$ cat src/rtl/lfsr_prng_counter.sv
module lfsr_prng_counter #(
  parameter int WIDTH = 8
) (
  input  logic             clk,
  input  logic             clr_n,
  input  logic             adv,
  input  logic             seed_ld,
  input  logic [WIDTH-1:0] seed,
  output logic [WIDTH-1:0] state
);

  // Bit index of tap k for width w; -1 marks an unused slot.
  function automatic int tap_bit(input int w, input int k);
    int t [4];
    t = '{-1, -1, -1, -1};
    case (w)
      2:  t = '{1, 0, -1, -1};
      3:  t = '{2, 1, -1, -1};
      4:  t = '{3, 2, -1, -1};
      5:  t = '{4, 2, -1, -1};
      6:  t = '{5, 4, -1, -1};
      7:  t = '{6, 5, -1, -1};
      8:  t = '{7, 5, 4, 3};
      9:  t = '{8, 4, -1, -1};
      10: t = '{9, 6, -1, -1};
      11: t = '{10, 8, -1, -1};
      12: t = '{11, 5, 3, 0};
      13: t = '{12, 3, 2, 0};
      14: t = '{13, 4, 2, 0};
      15: t = '{14, 13, -1, -1};
      16: t = '{15, 14, 12, 3};
      17: t = '{16, 13, -1, -1};
      18: t = '{17, 10, -1, -1};
      19: t = '{18, 5, 1, 0};
      20: t = '{19, 16, -1, -1};
      21: t = '{20, 18, -1, -1};
      22: t = '{21, 20, -1, -1};
      23: t = '{22, 17, -1, -1};
      24: t = '{23, 22, 21, 16};
      25: t = '{24, 21, -1, -1};
      26: t = '{25, 5, 1, 0};
      27: t = '{26, 4, 1, 0};
      28: t = '{27, 24, -1, -1};
      29: t = '{28, 26, -1, -1};
      30: t = '{29, 5, 3, 0};
      31: t = '{30, 27, -1, -1};
      32: t = '{31, 21, 1, 0};
      default: t = '{1, 0, -1, -1};
    endcase
    return t[k];
  endfunction

  localparam int T0       = tap_bit(WIDTH, 0);
  localparam int T1       = tap_bit(WIDTH, 1);
  localparam bit TWO_TERM = (tap_bit(WIDTH, 2) < 0);
  localparam logic [WIDTH-1:0] LOCKUP = '1;

  logic fb;

  generate
    if (TWO_TERM) begin : g_two
      assign fb = ~(state[T0] ^ state[T1]);
    end else begin : g_four
      localparam int T2 = tap_bit(WIDTH, 2);
      localparam int T3 = tap_bit(WIDTH, 3);
      logic pair_hi, pair_lo;
      assign pair_hi = state[T0] ^ state[T1];
      assign pair_lo = state[T2] ^ state[T3];
      assign fb      = ~(pair_hi ^ pair_lo);
    end
  endgenerate

  always_ff @(posedge clk or negedge clr_n) begin
    if (!clr_n)
      state <= '0;
    else if (seed_ld)
      state <= (seed == LOCKUP) ? '0 : seed;
    else if (adv)
      state <= {state[WIDTH-2:0], fb};
  end


  clear_zero_chk: assert property (@(posedge clk) !clr_n |-> state == '0);


  hold_chk: assert property (@(posedge clk) disable iff (!clr_n)
    (!seed_ld && !adv) |=> $stable(state));


  shift_chk: assert property (@(posedge clk) disable iff (!clr_n)
    (!seed_ld && adv) |=> state[WIDTH-1:1] == $past(state[WIDTH-2:0]));


  load_chk: assert property (@(posedge clk) disable iff (!clr_n)
    (seed_ld && seed != LOCKUP) |=> state == $past(seed));


  lock_seed_chk: assert property (@(posedge clk) disable iff (!clr_n)
    (seed_ld && seed == LOCKUP) |=> state == '0);


  no_lockup_chk: assert property (@(posedge clk) disable iff (!clr_n)
    state != LOCKUP);

endmodule

$ cat config.mk
export PLATFORM = sky130hd
export DESIGN_NAME = lfsr_prng_counter
export DESIGN_NICKNAME = d
export VERILOG_FILES = /design/src/rtl/lfsr_prng_counter.sv
export SDC_FILE = /design/constraint.sdc
export NUM_CORES = 1
export LEC_CHECK = 0
export ABC_AREA = 1
export ABC_CLOCK_PERIOD_IN_PS = 830
export BUFFER_PORTS_ARGS = -buffer_cell sky130_fd_sc_hd__buf_2
export CAP_MARGIN = 20
export CORE_AREA = 2 2 39 41
export DETAILED_ROUTE_END_ITERATION = 10
export DIE_AREA = 0 0 41 43
export PLACE_DENSITY = 0.66
export SLEW_MARGIN = 40
export SYNTH_ARGS = -nofsm -noshare
export SYNTH_HDL_FRONTEND = slang
export SYNTH_SLANG_ARGS = --single-unit
$ cat constraint.sdc
create_clock -name clk -period 0.83 [get_ports clk]
set_input_delay 0.0415 -clock clk [delete_from_list [all_inputs] [get_ports clk]]
set_output_delay 0.0415 -clock clk [all_outputs]
set_load 0.005 [all_outputs]
==> results of run 1 <==
## layout by cell type (no fill, tap or decap)
| master | instances |
|---|---|
| dfrtp_1 | 6 |
| o22ai_1 | 2 |
| a21oi_1 | 9 |
| nor2_1 | 5 |
| nand3_1 | 5 |
| buf_2 | 17 |
| nand2_2 | 3 |
| nand2_1 | 26 |
| dfrtp_2 | 2 |
| dlygate4sd3_1 | 1 |
| inv_1 | 2 |
| inv_2 | 6 |
| o21ai_1 | 5 |
| clkbuf_4 | 3 |
| buf_6 | 2 |
| buf_4 | 3 |
## power by group
| part | internal [W] | switching [W] |
|---|---|---|
| clock network | 0.000165 | 0.000133 |
| logic | 0.000133 | 0.000141 |
| registers | 0.000437 | 0.0000507 |
| total | 0.000735 | 0.000324 |
## worst reg2reg max path: cells and delay by family, from the launching register on
family                 cells  cell delay, ps
flip-flops                 1             450
AND/OR/NAND/NOR            4             220
buffers and inverters      1              80
AO/OA/AOI/OAI              1              70
## worst min-delay path by stage
| stage | start | to | slack [ps] | cells after the start |
|---|---|---|---|---|
| 2_1_floorplan | clr_n | state[0] | -250 | 0 |
| 3_3_place_gp | clr_n | state[0] | -110 | 1 |
| 3_5_place_dp | clr_n | state[0] | -110 | 1 |
| 4_1_cts | seed[3] | state[3] | 30 | 3 |
| 5_1_grt | seed[3] | state[3] | 40 | 3 |
| 6_report | seed[3] | state[3] | 30 | 3 |
## through the flow
step | instance area, um^2 | worst slack, ps | setup TNS (ps)
6_report | 658.1 | -107.2 | -322.3
5_1_grt | 658.1 | -176.1 | -819.1
4_1_cts | 638.1 | -85.08 | -340.0
3_5_place_dp | 605.6 | -78.25 | -112.0
3_3_place_gp | 605.6 | -46.06 | -46.16
2_1_floorplan | 475.5 | -21.22 | -21.22
## cells in the mapped netlist (all sizes together)
cell	number	area share
a21oi	9	0.095
nor2	5	0.039
o22ai	2	0.026
nand3	5	0.053
o21ai	5	0.053
dfrtp	8	0.42
nand2	29	0.23
inv	8	0.063
buf	1	0.016
## cells by family (layout without fill, tap and decap cells)
group,after synthesis,count (layout),synth area share
flops,8,8,0.4210
buf+inv,9,34,0.07896
compound gates,16,16,0.1737
simple gates,39,39,0.3263
## routing by layer
layer	wire (um)	part of all wire
met5	0	0
met4	2	0.0017
met3	65	0.055
met2	553	0.47
met1	564	0.48
## cell type report
class                   count  area (um^2)  share of cell area
repair buffers             23        140.1              0.2129
well taps                  16        20.02             0.03042
multi-input cells          55        242.7              0.3688
inverters                   8        30.03             0.04563
flip-flops and latches      8        202.7              0.3080
clock buffers               3        22.52             0.03422
## timing repair
item | in CTS | in global routing
endpoints found under the hold margin | 8 | 0
pin swaps | 1 | 6
setup endpoints to repair | 11 | 14
hold buffers | 1 | 0
resized for setup | 2 | 10
==> results.txt, run 1 <==
Status = complete, but fails checks
Failing checks = negative setup slack
Synth cell types = 11
Clock buffer depth = 2
Crit. End Element = flop
DR vias = 538
RSZ-0062 raised after global routing = true
Vias per Instance = 4.761
# setup viols final = 7
WHS = 33.17 ps
Reg with most FFs = state
Initial antenna violation count = 0
R2R depth = 6
Post-DR wirelength/cell = 10.49 um
Clock H-tree levels = 1
WP data arrival = 1080 ps
Setup crit end = state[0]
Critical Path Source Type = flop
Sequential element share of the synthesized area = 0.4211
Drt drc = 0
Slew headroom = 0.8739
Placer Congestion = 0.7803
Post-route setup slack = -107.2 ps
Max reg flops = 8
Die Ht = 43 um
Worst R2R End = state[0]
Floorplan core area = 0.001384 mm^2
CP Class = reg2reg
Mapped cell area = 475.5 um^2
GR Layer Usage met2 = 0.2094
CP max FO = 5
Grt met3 use = 0.03141
Top delay family on crit path = flip-flops
Worst-Skew Late Latency = 260 ps
Cell chain of the critical path = inv_2 -> nand2_1 -> nand2_1 -> nand2_1 -> nand3_1 -> a21oi_1
Critical Path Start = state[3]
ANT cells = 0
Biggest regs = state x8
Leakage = 0.3575 nW
Placed Cells = 109
Clock root buffer = clkbuf_4
Row cnt = 14
Largest net degree at the start of global routing = 9
Synthesized Nets = 84
Layout cell share with drive strength beyond 1 = 0.3711
Mapped Cells = 72
Fin. max-slew vios = 0
Most common cell on crit path = nand2_1
Slowest cell on the critical path = dfrtp_2
First drt pass iteration count = 4
CTS Buf Count = 3
Top Ports = 20
Clk slew on worst S/H paths = 60 ps
Min Tclk post-route = 937.2 ps
Maxcap violations = 0
Synth warn = 0
Area growth syn-to-layout = 38.42%
Total chip power = 0.001060 W
Vias in the first global route = 461
Slowest stage delay, CP = 450 ps
Postcts setup bufs = 0
Initial DRC count = 15
CTS tree = done
Synthesized flop and latch total = 8
Most used routing layer in global routing = met1
Hold Path Class = in2reg
Non-Filler Instances = 113
GRT overflow = 0
Final Cycle Share = 1.129
Fmax = 1067 MHz
Post-layout util = 0.4756
Met1 capacity usage during global routing = 0.2259
VDD IR max = 0.7406 mV
Pwr dens = 1610 mW/mm^2
CP Depth = 6
CP bufs+invs = 1
Reg-to-reg setup timing slack = -110 ps
Fillers = 147
Worst path required time = 970 ps
Worst slew pin tran = 189.2 ps
Detailed Place HPWL = 961.1 um
Initial core utilization = 0.3436
Number of buffers added on ports = 19
Post-layout nets = 111
Detail Route Antenna Nets = 0
First-pass GRT wire length = 1869 um
Syn avg cell area = 6.604 um^2
Clock skew = 5.829 ps
WL final = 1185 um
Final Hold Fails = 0
DIE WIDTH = 41 um
GRT Total Usage = 0.1613
Die area = 0.001763 mm^2
FF-to-FF Start = state[3]
Clock sink count = 8
No activity file was read; power rests on OpenSTA's default activity.
==> run 2: changes to the inputs <==
--- a/config.mk
+++ b/config.mk
@@ -7,7 +7,7 @@
 export LEC_CHECK = 0
 export ABC_AREA = 1
 export ABC_CLOCK_PERIOD_IN_PS = 830
-export BUFFER_PORTS_ARGS = -buffer_cell sky130_fd_sc_hd__buf_2
+export BUFFER_PORTS_ARGS = -buffer_cell sky130_fd_sc_hd__buf_4
 export CAP_MARGIN = 20
 export CORE_AREA = 2 2 39 41
 export DETAILED_ROUTE_END_ITERATION = 10
==> run 2 against run 1 <==
Compared with the run above: the flow still finishes with violations (negative setup slack); clock power about the same; setup slack got worse by 37 ps; cell count is 2.7% higher; utilization increased by 9.5 points; sequential share of layout area is 4.8 points lower; count of clock-buffer cells in the layout did not move; largest power group unchanged.
==> results.txt, run 2 (synthesized netlist as in run 1, its figures left out) <==
ANT cells = 0 (unchanged)
Floorplan core area = 0.001384 mm^2 (unchanged)
Vias per Instance = 4.750 (-0.23%)
Layout cell share with drive strength beyond 1 = 0.4600 (+0.08887)
Maxcap violations = 0 (unchanged)
Min Tclk post-route = 974.6 ps (+37.38 ps)
Worst-Skew Late Latency = 260 ps (about the same)
Detail Route Antenna Nets = 0 (unchanged)
Number of buffers added on ports = 19 (unchanged)
Pwr dens = 1494 mW/mm^2 (-7.2%)
CTS tree = done
DR vias = 551 (+2.4%)
WHS = 42.16 ps (+8.989 ps)
Reg with most FFs = state
Slew headroom = 0.8832 (+0.009292)
Fmax = 1026 MHz (-3.8%)
Post-DR wirelength/cell = 11.10 um (+5.9%)
Total chip power = 0.001180 W (+11%)
Clock buffer depth = 2 (unchanged)
GRT overflow = 0 (unchanged)
Place WS = -98.84 ps (-20.59 ps)
Largest net degree at the start of global routing = 9 (unchanged)
Die area = 0.001763 mm^2 (unchanged)
CP Class = reg2out
Drt drc = 0 (unchanged)
WP data arrival = 930 ps (-150 ps)
Vias in the first global route = 495 (+7.4%)
Top Ports = 20 (unchanged)
Clk slew on worst S/H paths = 50 ps (about the same)
Clock skew = 0.4501 ps (-5.379 ps)
Final Hold Fails = 0 (unchanged)
Leakage = 0.4076 nW (+14%)
# setup viols final = 10 (+3)
RSZ-0062 raised after global routing = true
Area growth syn-to-layout = 66.05%
CTS Buf Count = 3 (unchanged)
Crit. End Element = output pin
Post-layout nets = 114 (+2.7%)
DIE WIDTH = 41 um (unchanged)
Setup TNS = -649.7 ps (-327.5 ps)
Post-route setup slack = -144.6 ps (-37.38 ps)
WL final = 1288 um (+8.7%)
Commonest non-fill, non-tap cell in the layout = nand2_1
Initial antenna violation count = 0 (unchanged)
Clock H-tree levels = 1 (unchanged)
Initial core utilization = 0.3436 (unchanged)
Failing checks = negative setup slack
Dpl cell area = 675.6 um^2 (+12%)
Worst path required time = 790 ps (-180 ps)
Max reg flops = 8 (unchanged)
CP max FO = 5 (unchanged)
Detailed Place HPWL = 961.5 um (about the same)
Row cnt = 14 (unchanged)
Clock root buffer = clkbuf_4
VDD IR max = 0.7332 mV (-1.0%)
Die Ht = 43 um (unchanged)
Worst slew pin tran = 175.2 ps (-13.94 ps)
Placer Congestion = 0.7666 (-1.8%)
Clock sink count = 8 (unchanged)
Design area = 789.5 um^2 (+20%)
GRT Total Usage = 0.1711 (+0.009822)
Fin. max-slew vios = 0 (unchanged)
First-pass GRT wire length = 1959 um (+4.8%)
Most frequent cells in the layout = nand2_1 (28), buf_4 (14), buf_6 (11), a21oi_1 (8), inv_2 (6)
Status = complete, but fails checks
Postcts setup bufs = 0 (unchanged)
First drt pass iteration count = 4 (unchanged)
Hold Path Class = in2reg
Biggest regs = state x8
Critical Path Source Type = flop
Final Cycle Share = 1.174 (+0.04503)
Initial DRC count = 6 (-9)
-- run 2: changes by cell type in the layout (fill, tap and decap cells not counted), sizes merged --
cell | before | now
buf | 22 | 25
-- run 2: power breakdown --
group	internal, W	switching (W)	leakage, nW
Sequential	0.000439	0.0000633	0.0857
Combinational	0.000220	0.000159	0.308
Clock	0.000165	0.000133	0.0138
-- run 2: path summary, 6_finish.rpt --
check | start | to | slack [ps] | cells past startpoint
worst max-delay path | state[7] | state[7] | -140 | 2
min in group asynchronous | clr_n | state[0] | 130 | 2
max in group asynchronous | clr_n | state[7] | 560 | 2
worst min register to register | state[0] | state[0] | 610 | 2
worst max register to register | state[3] | state[0] | -120 | 6
worst min-delay path | seed[6] | state[6] | 40 | 3
-- run 2: what timing repair did --
action / in CTS / in global routing
hold buffers: 1 / 0
endpoints found under the hold margin: 8 / 0
endpoints found under the setup margin: 13 / 16
resized for setup: 19 / 9
cloned: 0 / 0
pin swaps: 0 / 1
-- run 2: metrics by stage --
step	instances	util
after CTS	116	0.5552
after detailed placement	112	0.4882
final	116	0.5705
after global placement	112	0.4882
after floorplan	72	-
after global routing	116	0.5705
-- run 2: routing by layer --
metal | routed length [um] | track usage | share of wire
met5 | 0 | 0 | 0
met4 | 38 | 0.1400 | 0.030
met3 | 46 | 0.01571 | 0.036
met2 | 647 | 0.2531 | 0.50
met1 | 556 | 0.2121 | 0.43
-- run 2: worst max-delay path: stages, from the launching register on --
cell and delay [ps]:
dfrtp_2 450, buf_6 130, buf_6 100
-- run 2: layout make-up --
class                      instances  area, um^2
fill                             140       594.3
multi-input combinational         55       272.8
timing repair buffer              26       239.0
sequential                         8       205.2
inverter                           8       30.03
clock buffer                       3       22.52
tap                               16       20.02
